--- src/rtl/seq_pkg.sv ---
package seq_pkg;

    typedef enum logic [3:0] {
        OP_XFER    = 4'd1,
        OP_XFER_HS = 4'd2,
        OP_CALL    = 4'd3,
        OP_RET     = 4'd4,
        OP_JUMP    = 4'd5,
        OP_BRANCH  = 4'd6,
        OP_WAIT    = 4'd7,
        OP_STROBE  = 4'd8,
        OP_DJZ     = 4'd9
    } op_e;

    typedef enum logic [2:0] {
        S_IDLE,
        S_FETCH,
        S_EXEC,
        S_PAIR,
        S_XFER,
        S_TRIG,
        S_HALT
    } st_e;

    typedef struct packed {
        logic [3:0]  op;
        logic [15:0] pa;
        logic [15:0] pb;
    } entry_t;

    localparam int PAIR_BIT  = 15;
    localparam int DIR_BIT   = 0;
    localparam int FLAG_BIT  = 1;
    localparam int TYPE_MIN  = 1;
    localparam int TYPE_MAX  = 5;

endpackage

--- src/rtl/seq_table_mem.sv ---
module seq_table_mem #(
    parameter int DEPTH = 64,
    parameter int W     = 36,
    localparam int AW   = $clog2(DEPTH)
) (
    input  logic          clk,
    input  logic          we,
    input  logic [AW-1:0] waddr,
    input  logic [W-1:0]  wdata,
    input  logic [AW-1:0] raddr,
    output logic [W-1:0]  rdata
);

    logic [W-1:0] mem [DEPTH];

    always_ff @(posedge clk) begin
        if (we) begin
            mem[waddr] <= wdata;
        end
        rdata <= mem[raddr];
    end

endmodule

--- src/rtl/seq_ret_stack.sv ---
module seq_ret_stack #(
    parameter int DEPTH = 8,
    parameter int W     = 6,
    localparam int IW   = $clog2(DEPTH),
    localparam int CW   = $clog2(DEPTH + 1)
) (
    input  logic         clk,
    input  logic         rst,
    input  logic         push,
    input  logic         pop,
    input  logic [W-1:0] din,
    output logic [W-1:0] dout,
    output logic         full,
    output logic         empty
);

    logic [W-1:0]  slot [DEPTH];
    logic [CW-1:0] cnt;
    logic [IW-1:0] top_idx;

    assign full    = (cnt == CW'(DEPTH));
    assign empty   = (cnt == '0);
    assign top_idx = IW'(cnt - CW'(1));
    assign dout    = empty ? '0 : slot[top_idx];

    always_ff @(posedge clk) begin
        if (rst) begin
            cnt <= '0;
        end else if (push) begin
            slot[IW'(cnt)] <= din;
            cnt            <= cnt + CW'(1);
        end else if (pop) begin
            cnt <= cnt - CW'(1);
        end
    end

    // the sequencer must never push into a full stack
    p_no_overflow_r5: assert property (@(posedge clk) disable iff (rst)
        push |-> !full);
    // nor pop an empty one
    p_no_underflow_r5: assert property (@(posedge clk) disable iff (rst)
        pop |-> !empty);

endmodule

--- src/rtl/seq_frame_cnt.sv ---
module seq_frame_cnt #(
    parameter int CW = 16
) (
    input  logic          clk,
    input  logic          rst,
    input  logic          ld,
    input  logic [CW-1:0] ld_val,
    input  logic          dec,
    output logic          zero_next
);

    logic [CW-1:0] cnt;

    assign zero_next = (cnt <= CW'(1));

    always_ff @(posedge clk) begin
        if (rst) begin
            cnt <= '0;
        end else if (ld) begin
            cnt <= ld_val;
        end else if (dec && cnt != '0) begin
            cnt <= cnt - CW'(1);
        end
    end

    // a counter already at zero stays at zero when decremented
    p_dec_floor_r11: assert property (@(posedge clk) disable iff (rst)
        (dec && !ld && cnt == '0) |=> cnt == '0);

endmodule

--- src/rtl/bc_instr_seq.sv ---
module bc_instr_seq
    import seq_pkg::*;
#(
    parameter int DEPTH     = 64,
    parameter int STK_DEPTH = 8,
    parameter int CNT_W     = 16,
    localparam int AW       = $clog2(DEPTH),
    localparam int EW       = $bits(entry_t)
) (
    input  logic             clk,
    input  logic             rst,
    input  logic             tbl_we,
    input  logic [AW-1:0]    tbl_waddr,
    input  logic [EW-1:0]    tbl_wdata,
    input  logic             mfc_ld,
    input  logic [CNT_W-1:0] mfc_val,
    input  logic             start,
    output logic             xfer_req,
    output logic [15:0]      xfer_id,
    output logic [15:0]      xfer_id2,
    output logic             xfer_hs,
    output logic             xfer_pair,
    output logic [2:0]       xfer_type,
    input  logic             xfer_done,
    input  logic             trig_in,
    output logic             trig_out,
    output logic             frame_sync,
    output logic             irq,
    output logic             err
);

    st_e           state, state_d;
    logic [AW-1:0] pc, pc_d, rd_addr;
    logic [EW-1:0] rdata;
    entry_t        ent;
    logic [AW-1:0] label;

    logic [15:0]   id_q, id_d, id2_q, id2_d;
    logic          hs_q, hs_d, pair_q, pair_d, syn_q, syn_d;
    logic [2:0]    type_q, type_d;

    logic          push, pop, dec;
    logic [AW-1:0] stk_top;
    logic          stk_full, stk_empty, mfc_zero_next;
    logic          irq_d, strobe_d, sync_d, fail;

    assign ent     = entry_t'(rdata);
    assign label   = ent.pa[AW-1:0];
    assign rd_addr = (state == S_EXEC) ? pc + AW'(1) : pc;

    seq_table_mem #(.DEPTH(DEPTH), .W(EW)) u_tbl (
        .clk   (clk),
        .we    (tbl_we),
        .waddr (tbl_waddr),
        .wdata (tbl_wdata),
        .raddr (rd_addr),
        .rdata (rdata)
    );

    seq_ret_stack #(.DEPTH(STK_DEPTH), .W(AW)) u_stk (
        .clk   (clk),
        .rst   (rst),
        .push  (push),
        .pop   (pop),
        .din   (pc + AW'(1)),
        .dout  (stk_top),
        .full  (stk_full),
        .empty (stk_empty)
    );

    seq_frame_cnt #(.CW(CNT_W)) u_mfc (
        .clk       (clk),
        .rst       (rst),
        .ld        (mfc_ld),
        .ld_val    (mfc_val),
        .dec       (dec),
        .zero_next (mfc_zero_next)
    );

    // Next-state and datapath decisions
    always_comb begin
        state_d  = state;
        pc_d     = pc;
        id_d     = id_q;
        id2_d    = id2_q;
        hs_d     = hs_q;
        pair_d   = pair_q;
        type_d   = type_q;
        syn_d    = syn_q;
        push     = 1'b0;
        pop      = 1'b0;
        dec      = 1'b0;
        irq_d    = 1'b0;
        strobe_d = 1'b0;
        sync_d   = 1'b0;
        fail     = 1'b0;
        unique case (state)
            S_IDLE: begin
                if (start) begin
                    pc_d    = '0;
                    state_d = S_FETCH;
                end
            end
            S_FETCH: state_d = S_EXEC;
            S_EXEC: begin
                state_d = S_FETCH;
                case (ent.op)
                    OP_XFER, OP_XFER_HS: begin
                        id_d    = ent.pa;
                        id2_d   = '0;
                        type_d  = '0;
                        hs_d    = (ent.op == OP_XFER_HS);
                        pair_d  = ent.pb[PAIR_BIT];
                        state_d = ent.pb[PAIR_BIT] ? S_PAIR : S_XFER;
                    end
                    OP_CALL: begin
                        if (stk_full) begin
                            fail = 1'b1;
                        end else begin
                            push = 1'b1;
                            pc_d = label;
                        end
                    end
                    OP_RET: begin
                        if (stk_empty) begin
                            fail = 1'b1;
                        end else begin
                            pop  = 1'b1;
                            pc_d = stk_top;
                        end
                    end
                    OP_JUMP: pc_d = label;
                    OP_BRANCH: begin
                        pc_d  = ent.pb[DIR_BIT] ? pc - label : pc + label;
                        irq_d = ent.pb[FLAG_BIT];
                    end
                    OP_WAIT: begin
                        syn_d   = ent.pb[FLAG_BIT];
                        state_d = S_TRIG;
                    end
                    OP_STROBE: begin
                        strobe_d = 1'b1;
                        pc_d     = pc + AW'(1);
                    end
                    OP_DJZ: begin
                        dec  = 1'b1;
                        pc_d = mfc_zero_next ? label : pc + AW'(1);
                    end
                    default: fail = 1'b1;
                endcase
            end
            S_PAIR: begin
                if (ent.op == OP_XFER_HS &&
                    int'(ent.pb[2:0]) >= TYPE_MIN &&
                    int'(ent.pb[2:0]) <= TYPE_MAX) begin
                    id2_d   = ent.pa;
                    type_d  = ent.pb[2:0];
                    state_d = S_XFER;
                end else begin
                    fail = 1'b1;
                end
            end
            S_XFER: begin
                if (xfer_done) begin
                    pc_d    = pc + (pair_q ? AW'(2) : AW'(1));
                    state_d = S_FETCH;
                end
            end
            S_TRIG: begin
                if (trig_in) begin
                    sync_d  = syn_q;
                    pc_d    = pc + AW'(1);
                    state_d = S_FETCH;
                end
            end
            S_HALT: state_d = S_HALT;
        endcase
        if (fail) begin
            state_d = S_HALT;
        end
    end

    // State register and sequencer context
    always_ff @(posedge clk) begin
        if (rst) begin
            state  <= S_IDLE;
            pc     <= '0;
            id_q   <= '0;
            id2_q  <= '0;
            hs_q   <= 1'b0;
            pair_q <= 1'b0;
            type_q <= '0;
            syn_q  <= 1'b0;
        end else begin
            state  <= state_d;
            pc     <= pc_d;
            id_q   <= id_d;
            id2_q  <= id2_d;
            hs_q   <= hs_d;
            pair_q <= pair_d;
            type_q <= type_d;
            syn_q  <= syn_d;
        end
    end

    // Registered pulse and flag outputs
    always_ff @(posedge clk) begin
        if (rst) begin
            irq        <= 1'b0;
            trig_out   <= 1'b0;
            frame_sync <= 1'b0;
            err        <= 1'b0;
        end else begin
            irq        <= irq_d;
            trig_out   <= strobe_d;
            frame_sync <= sync_d;
            err        <= err | fail;
        end
    end

    assign xfer_req  = (state == S_XFER);
    assign xfer_id   = id_q;
    assign xfer_id2  = id2_q;
    assign xfer_hs   = hs_q;
    assign xfer_pair = pair_q;
    assign xfer_type = type_q;

    // request and identifier hold until the engine answers
    p_req_hold_r2: assert property (@(posedge clk) disable iff (rst)
        (xfer_req && !xfer_done) |=> (xfer_req && $stable(xfer_id)));
    // interrupt is a single-cycle pulse
    p_irq_pulse_r8: assert property (@(posedge clk) disable iff (rst)
        irq |=> !irq);
    // strobe is a single-cycle pulse
    p_strobe_pulse_r10: assert property (@(posedge clk) disable iff (rst)
        trig_out |=> !trig_out);
    // resynchronisation only follows a sampled trigger
    p_sync_after_trig_r9: assert property (@(posedge clk) disable iff (rst)
        frame_sync |-> $past(trig_in));
    // error flag is sticky
    p_err_sticky_r5: assert property (@(posedge clk) disable iff (rst)
        err |=> err);
    // a halted sequencer requests nothing
    p_halt_quiet_r12: assert property (@(posedge clk) disable iff (rst)
        err |-> !xfer_req);

endmodule

--- config.mk ---
export PLATFORM = sky130hd
export DESIGN_NAME = bc_instr_seq
export DESIGN_NICKNAME = d
export VERILOG_FILES = /design/src/rtl/seq_pkg.sv /design/src/rtl/seq_table_mem.sv /design/src/rtl/seq_ret_stack.sv /design/src/rtl/seq_frame_cnt.sv /design/src/rtl/bc_instr_seq.sv
export SDC_FILE = /design/constraint.sdc
export NUM_CORES = 2
export LEC_CHECK = 0
export ABC_AREA = 1
export ABC_CLOCK_PERIOD_IN_PS = 3300
export CORE_UTILIZATION = 30
export DETAILED_ROUTE_END_ITERATION = 16
export SYNTH_ARGS = -nofsm -noshare
export SYNTH_HDL_FRONTEND = slang
export SYNTH_SLANG_ARGS = --single-unit
--- constraint.sdc ---
create_clock -name clk -period 3.3 [get_ports clk]
set_input_delay 0.66 -clock clk [delete_from_list [all_inputs] [get_ports clk]]
set_output_delay 0.66 -clock clk [all_outputs]
set_load 0.02 [all_outputs]
[After elaboration in Yosys (flattened, before gate mapping)]
Memory sizes are Yosys's and may differ from the RTL's. A register that Yosys moved wholly into a read port is not among the register bits.
Cells that the tools add are included.
Operators by class
  $add $sub $neg: 7
  magnitude comparators: 3
  eq/ne operators: 28
  muxes and demuxes: 48
  bitwise gates (word level): 5
  reductions and logical operators: 22
Operators by type and width (count)
  $mux 16: 4
  $mux 6: 8
  $pmux 6 s6: 1
  $pmux 16 s2: 1
  $mux 3: 8
  $pmux 6 s4: 1
  $pmux 3 s7: 1
  $mux 1: 17
  $eq 4x3->1 const B: 4
  $le 16x1->1 const B: 1
  $reduce_bool 16->1: 1
  $sub 16x1->16 const B: 1
  $ne 3x3->1 const B: 5
  $eq 4x4->1 const B: 3
  $pmux 3 s2: 2
  $eq 3x3->1 const B: 3
  $eq 4x2->1 const B: 2
  $mux 4: 2
  $reduce_and 4->1: 2
  $ne 7x1->1 const B: 1
  $reduce_and 7->1: 1
  $reduce_or 7->1: 1
  $add 6x1->6 const B: 1
  $add 6x2->6: 1
  other kinds (26): 41
Word-level totals
  register bits after elaboration: 71
  bits in writable memories: 2352
  output and inout port bits: 42
  memories: 2
Memory list
  u_tbl.mem: depth 64, bits a word 36, read ports 1, clocked after memory_dff 1, wr ports 1, RTL line seq_table_mem.sv:14  | logic [W-1:0] mem [DEPTH];
  u_stk.slot: depth 8, bits a word 6, read ports 1, clocked after memory_dff 0, wr ports 1, RTL line seq_ret_stack.sv:17  | logic [W-1:0] slot [DEPTH];

[Longest topological paths before layout]
  word-level depth: 7
  gate-level depth with buffers: 20
  depth with buffers taken out: 20

[Modules after synthesis]
A second synthesis with hierarchy kept.
Second synthesis, totals
  cells, all modules: 8533
  area total of the unflattened synthesis: 99751.9 µm²
By module, submodules not included
  seq_table_mem: instances 1, cells an instance 7599, area an instance 93008.0 µm², sequential area each 69907.0 µm²
  bc_instr_seq: instances 1, cells an instance 448, area an instance 3012.9 µm², sequential area each 1021.0 µm²
  seq_ret_stack: instances 1, cells an instance 267, area an instance 2459.9 µm², sequential area each 1521.5 µm²
  seq_frame_cnt: instances 1, cells an instance 219, area an instance 1271.2 µm², sequential area each 320.3 µm²

[Worst setup path after synthesis]
OpenSTA, ideal clock, no wires.
  path kind: input to register
  from: in tbl_we
  to: mem u_tbl.mem[0][0] (enable)
  library setup time: 0.405 ns
  arrival: 2.231 ns
  required time: 2.895 ns
  path slack: 0.664 ns
  stages: 3
  buffers on the path: 1
  cell sequence: clkbuf_1 > nand4_1 > nor2_1
Between the ends
  longest elaborated chain between the ends: 2
Ends and longest elaborated chain
  start: declaration: RTL line bc_instr_seq.sv:12  | input logic tbl_we,
  $mux 1: RTL line seq_table_mem.sv:17  | if (we) begin
  $mux 1 (implied by the code): RTL line seq_table_mem.sv:18  | mem[waddr] <= wdata;
  end: declaration: RTL line seq_table_mem.sv:14
Every way passes these cells.

[Worst setup path after layout]
  from: reg state[1]
  to: reg u_tbl.rdata[35] (read register of u_tbl.mem)
Between the ends
  longest elaborated chain between the ends: 2
Ends and longest elaborated chain
  start: declaration: RTL line bc_instr_seq.sv:32  | st_e state, state_d;
  start signal: assignment: RTL line bc_instr_seq.sv:195  | state <= state_d;
  $eq 3x2->1: RTL line bc_instr_seq.sv:49  | assign rd_addr = (state == S_EXEC) ? pc + AW'(1) : pc;
  $mux 6: RTL line bc_instr_seq.sv:49
  end: declaration: RTL line seq_table_mem.sv:11  | output logic [W-1:0] rdata
Every way passes these cells.
A chain may end at the register's enable or synchronous reset.

==> flow_summary_export.csv <==
group,metric,value,unit
cts,cts_root_buf,"clkbuf_16",
timing,period_minus_slack,3.05,ns
logic_synthesis,ys_ff_latch,1679,
timing,finalSetupViolCount,0,
timing,finalSetupTns,0,ns
cts,clock_sinks,1679,
layout,instances_no_fill,10800,
setup_path,cp-endpoint,"u_tbl.rdata[35]$_DFF_P_",
cts,clk_pin_slew_worst_paths,0.06,ns
setup_path,startpoint,"state[1]$_SDFFE_PP0P_",
routing,wire_per_inst,19.6,um
logic_synthesis,synth-main-ff-cell,"edfxtp_1",
setup_path,max_stage_delay,0.48,ns
setup_path,crit_chain,"nand2_1 -> nor2_2 -> nand2_1 -> nand2_4 -> buf_4 -> nand2_1 -> nand3_1 -> nand3_1 -> nand3_1 -> nand3_1 -> nand3_1 -> buf_4 -> nand2_1",
floorplanning,core,244000,um2
global_route,antenna_found_initial,13,
cts,cts_setup_buffers,0,
cts,htreeDepth,4,
cts,cts_resized,0,
floorplanning,die_area,248000,um2
logic_synthesis,synth_edf_count,1584,
floorplanning,die-height,498,um
global_route,grt_pass1_wl,315,mm
pwr,peakVddDrop,0.589,mV
timing,drv_slew,0,
timing,finClkSkew,0.0291,ns
logic_synthesis,postSynthAreaPerCell,10.2,um2
global_route,grt_usage,0.168,
pwr,power.leakage,0.0353,uW
layout,layout.nets,7549,
flow_run,drv_cap,0,
cts,holdBufCountCts,0,
setup_path,cp_top_family,"simple AND/OR/NAND/NOR gates",
setup_path,timing.rr.start,"state[1]$_SDFFE_PP0P_",
routing,detail_route.vias_per_cell,4.76,
timing,fmax,328,MHz
cts,clock_latency,0.81,ns
layout,regArea,49500,um2
routing,vias,51500,
routing,drt_iter0_drc,5167,
setup_path,worst-path-stages,13,
floorplanning,start_util,0.303,
routing,finalWirelength,212,mm
setup_path,endpoint_kind,"flip-flop",
floorplanning,die_w,498,um
logic_synthesis,synthCells,7259,
logic_synthesis,yosysTopAreaCellShare,0.645,
placed_design,io_buffers,94,
timing,worst_slew_pin_slew,1.24,ns
routing,ant_nets,0,
setup_path,path_class,"flip-flop to flip-flop",
logic_synthesis,synth_cell_types,43,
setup_path,cp-start-kind,"flip-flop",
placed_design,post-place-cells,10500,
routing,firstDrtPassIters,6,
floorplanning,core.rowCount,181,
timing,slew_headroom,0.168,
timing,hold_violations,0,
setup_path,cp_num_buf_inv,2,
cts,cts_max_path_buffers,3,
layout,syn_to_final_growth,17.1,%
pwr,powerDensity,750,nW/um2
setup_path,crit_required,3.94,ns
setup_path,r2r_slack,0.25,ns
global_route,first_global_vias,49500,
logic_synthesis,yosys_warnings,0,
global_route,grt_start_max_net_pins,126,
logic_synthesis,synth-async-reset-ratio,0,
setup_path,slowest_stage,"buf_4",
logic_synthesis,ys_top_cells_by_area,"edfxtp_1 65%, nand3_1 11%, nand2_1 8.9%",
timing,rsz0062_at_grt,"false",
timing,timing.final.crit_share,0.923,
setup_path,crit_top_cell,"nand3_1",
setup_path,arrival,3.69,ns
cts,cts_tree,"yes",
setup_path,cp_max_fo,34,
run_status,status,"finished, final reports clean",
layout,multiInputGateArea,17300,um2
floorplanning,io_pins,107,
placed_design,dp_hpwl,125,mm
hold_path,min_path_type,"primary input to flip-flop",
cts,numCtsBuffers,174,
logic_synthesis,netlist_area,73700,um2
logic_synthesis,syn-num-nets,7340,
logic_synthesis,synth_top_area_cell,"edfxtp_1",
setup_path,worstRegToRegCells,13,
placed_design,gp_congestion,0.844,
routing,drc,0,
logic_synthesis,seq_area_frac_synth,0.671,
setup_path,timing.rr.end,"u_tbl.rdata[35]$_DFF_P_",
layout,drive_gt1_frac,0.0849,
global_route,grt_overflow,0,
layout,fillers,23800,
## registers in the layout, indices dropped and copies added (netlist names)
signal       flops
err              1
frame_sync       1
irq              1
pc               6
state            3
syn_q            1
trig_out         1
u_mfc.cnt       16
u_stk.cnt        4
u_stk.slot      48
u_tbl.mem     1536
u_tbl.rdata     24
xfer_hs          1
xfer_id         16
xfer_id2        16
xfer_pair        1
xfer_type        3
## area by class of cell
class,count,share of cell area
clock buffer,237,0.0546
antenna,1,0.0000290
tap,3202,0.0464
sequential,1679,0.573
timing repair buffer,407,0.0561
multi-input combinational,3764,0.200
inverter,1442,0.0628
clock inverter,77,0.00678
## power breakdown
| part | total [uW] | internal (uW) | leakage, uW | switching [uW] |
|---|---|---|---|---|
| clock | 18600 | 10500 | 0.00258 | 8100 |
| combinational | 22000 | 7040 | 0.0177 | 14900 |
| sequential | 24100 | 23700 | 0.0150 | 419 |
| total | 64800 | 41300 | 0.0353 | 23500 |
## cell usage in the layout, fill, tap and decap left out, types with 7 or more instances in the layout
master / instances
buf_2: 24
xor2_1: 10
nor3_1: 17
a21oi_1: 66
buf_12: 134
nor2_2: 60
clkinv_2: 19
nand3b_1: 96
dfxtp_1: 95
buf_4: 179
bufinv_16: 7
clkbuf_16: 178
ha_1: 14
clkbuf_1: 54
nand3_1: 1558
inv_1: 1436
nand4_1: 12
nor2_4: 7
clkinv_1: 39
nor2_1: 88
o21ai_0: 51
clkdlybuf4s50_1: 70
edfxtp_1: 1584
nand2_1: 1738
## stage by stage
step           power, uW  hold WS [ns]  utilization  setup slack [ns]  cell area, um2
4_1_cts            65000         0.218        0.354             0.220           86300
6_report           64800         0.279        0.354             0.253           86300
5_1_grt            68000         0.255        0.354            0.0424           86300
3_5_place_dp       46500         0.451        0.333             0.303           81000
2_1_floorplan      38100         0.435            -             0.664           73700
3_3_place_gp       46100         0.446        0.333             0.323           81000
## metal layers
metal	share of wire	vias up	GRT usage
met5	0.000061	-	0
met4	0.032	2	0.0599
met3	0.078	334	0.0267
met2	0.46	2059	0.272
met1	0.42	25000	0.227
li1	-	24100	-
## synth_stat cells, types with 2 or more instances
cell type / count
buf_6: 3
dfxtp_1: 95
buf_1: 5
a21oi_1: 66
xor2_1: 10
fa_1: 2
nor4_1: 2
buf_2: 271
o22ai_1: 2
ha_1: 14
a31oi_1: 4
xnor2_1: 3
nand3b_1: 96
nor2_1: 153
o21ai_2: 2
inv_1: 1438
or2_2: 3
o21ai_1: 3
o31ai_1: 4
buf_4: 19
o211ai_1: 5
nand2_1: 1740
clkinv_1: 2
nor3_1: 17
edfxtp_1: 1584
clkbuf_1: 75
nand3_1: 1559
a22oi_1: 5
nand4_1: 12
inv_2: 2
o21ai_0: 51
## worst min path at each step
stage                  startpoint                           to  slack (ns)  cells past startpoint
5_1_grt             tbl_wdata[20]  u_tbl.mem[11][20]$_DFFE_PP_        0.25                      1
3_5_place_dp   syn_q$_SDFFE_PP0P_        frame_sync$_SDFF_PP0_        0.45                      2
2_1_floorplan  syn_q$_SDFFE_PP0P_        frame_sync$_SDFF_PP0_        0.44                      2
3_3_place_gp   syn_q$_SDFFE_PP0P_        frame_sync$_SDFF_PP0_        0.45                      2
6_report            tbl_wdata[20]  u_tbl.mem[11][20]$_DFFE_PP_        0.28                      1
4_1_cts             tbl_wdata[20]  u_tbl.mem[11][20]$_DFFE_PP_        0.22                      1
## worst reg2reg max path: stages, from the launching register on
cell and delay [ns]:
dfxtp_1 0.44, nand2_1 0.12, nor2_2 0.37, nand2_1 0.18
nand2_4 0.29, buf_4 0.49, nand2_1 0.12, nand3_1 0.09
nand3_1 0.08, nand3_1 0.18, nand3_1 0.09, nand3_1 0.12
buf_4 0.18, nand2_1 0.15
## cell families (layout without fill, tap and decap cells)
group,count (synthesis),count (layout),synth area share
flip-flops,1679,1679,0.671
AO/OA/AOI/OAI,148,148,0.0111
buffers and inverters,1816,2163,0.0983
adder cells (fa/ha/maj),16,16,0.00292
XOR/XNOR,13,13,0.00154
other,0,1,0
AND/OR/NAND/NOR,3587,3587,0.215
Note: power is estimated with default switching activity, not from simulation.
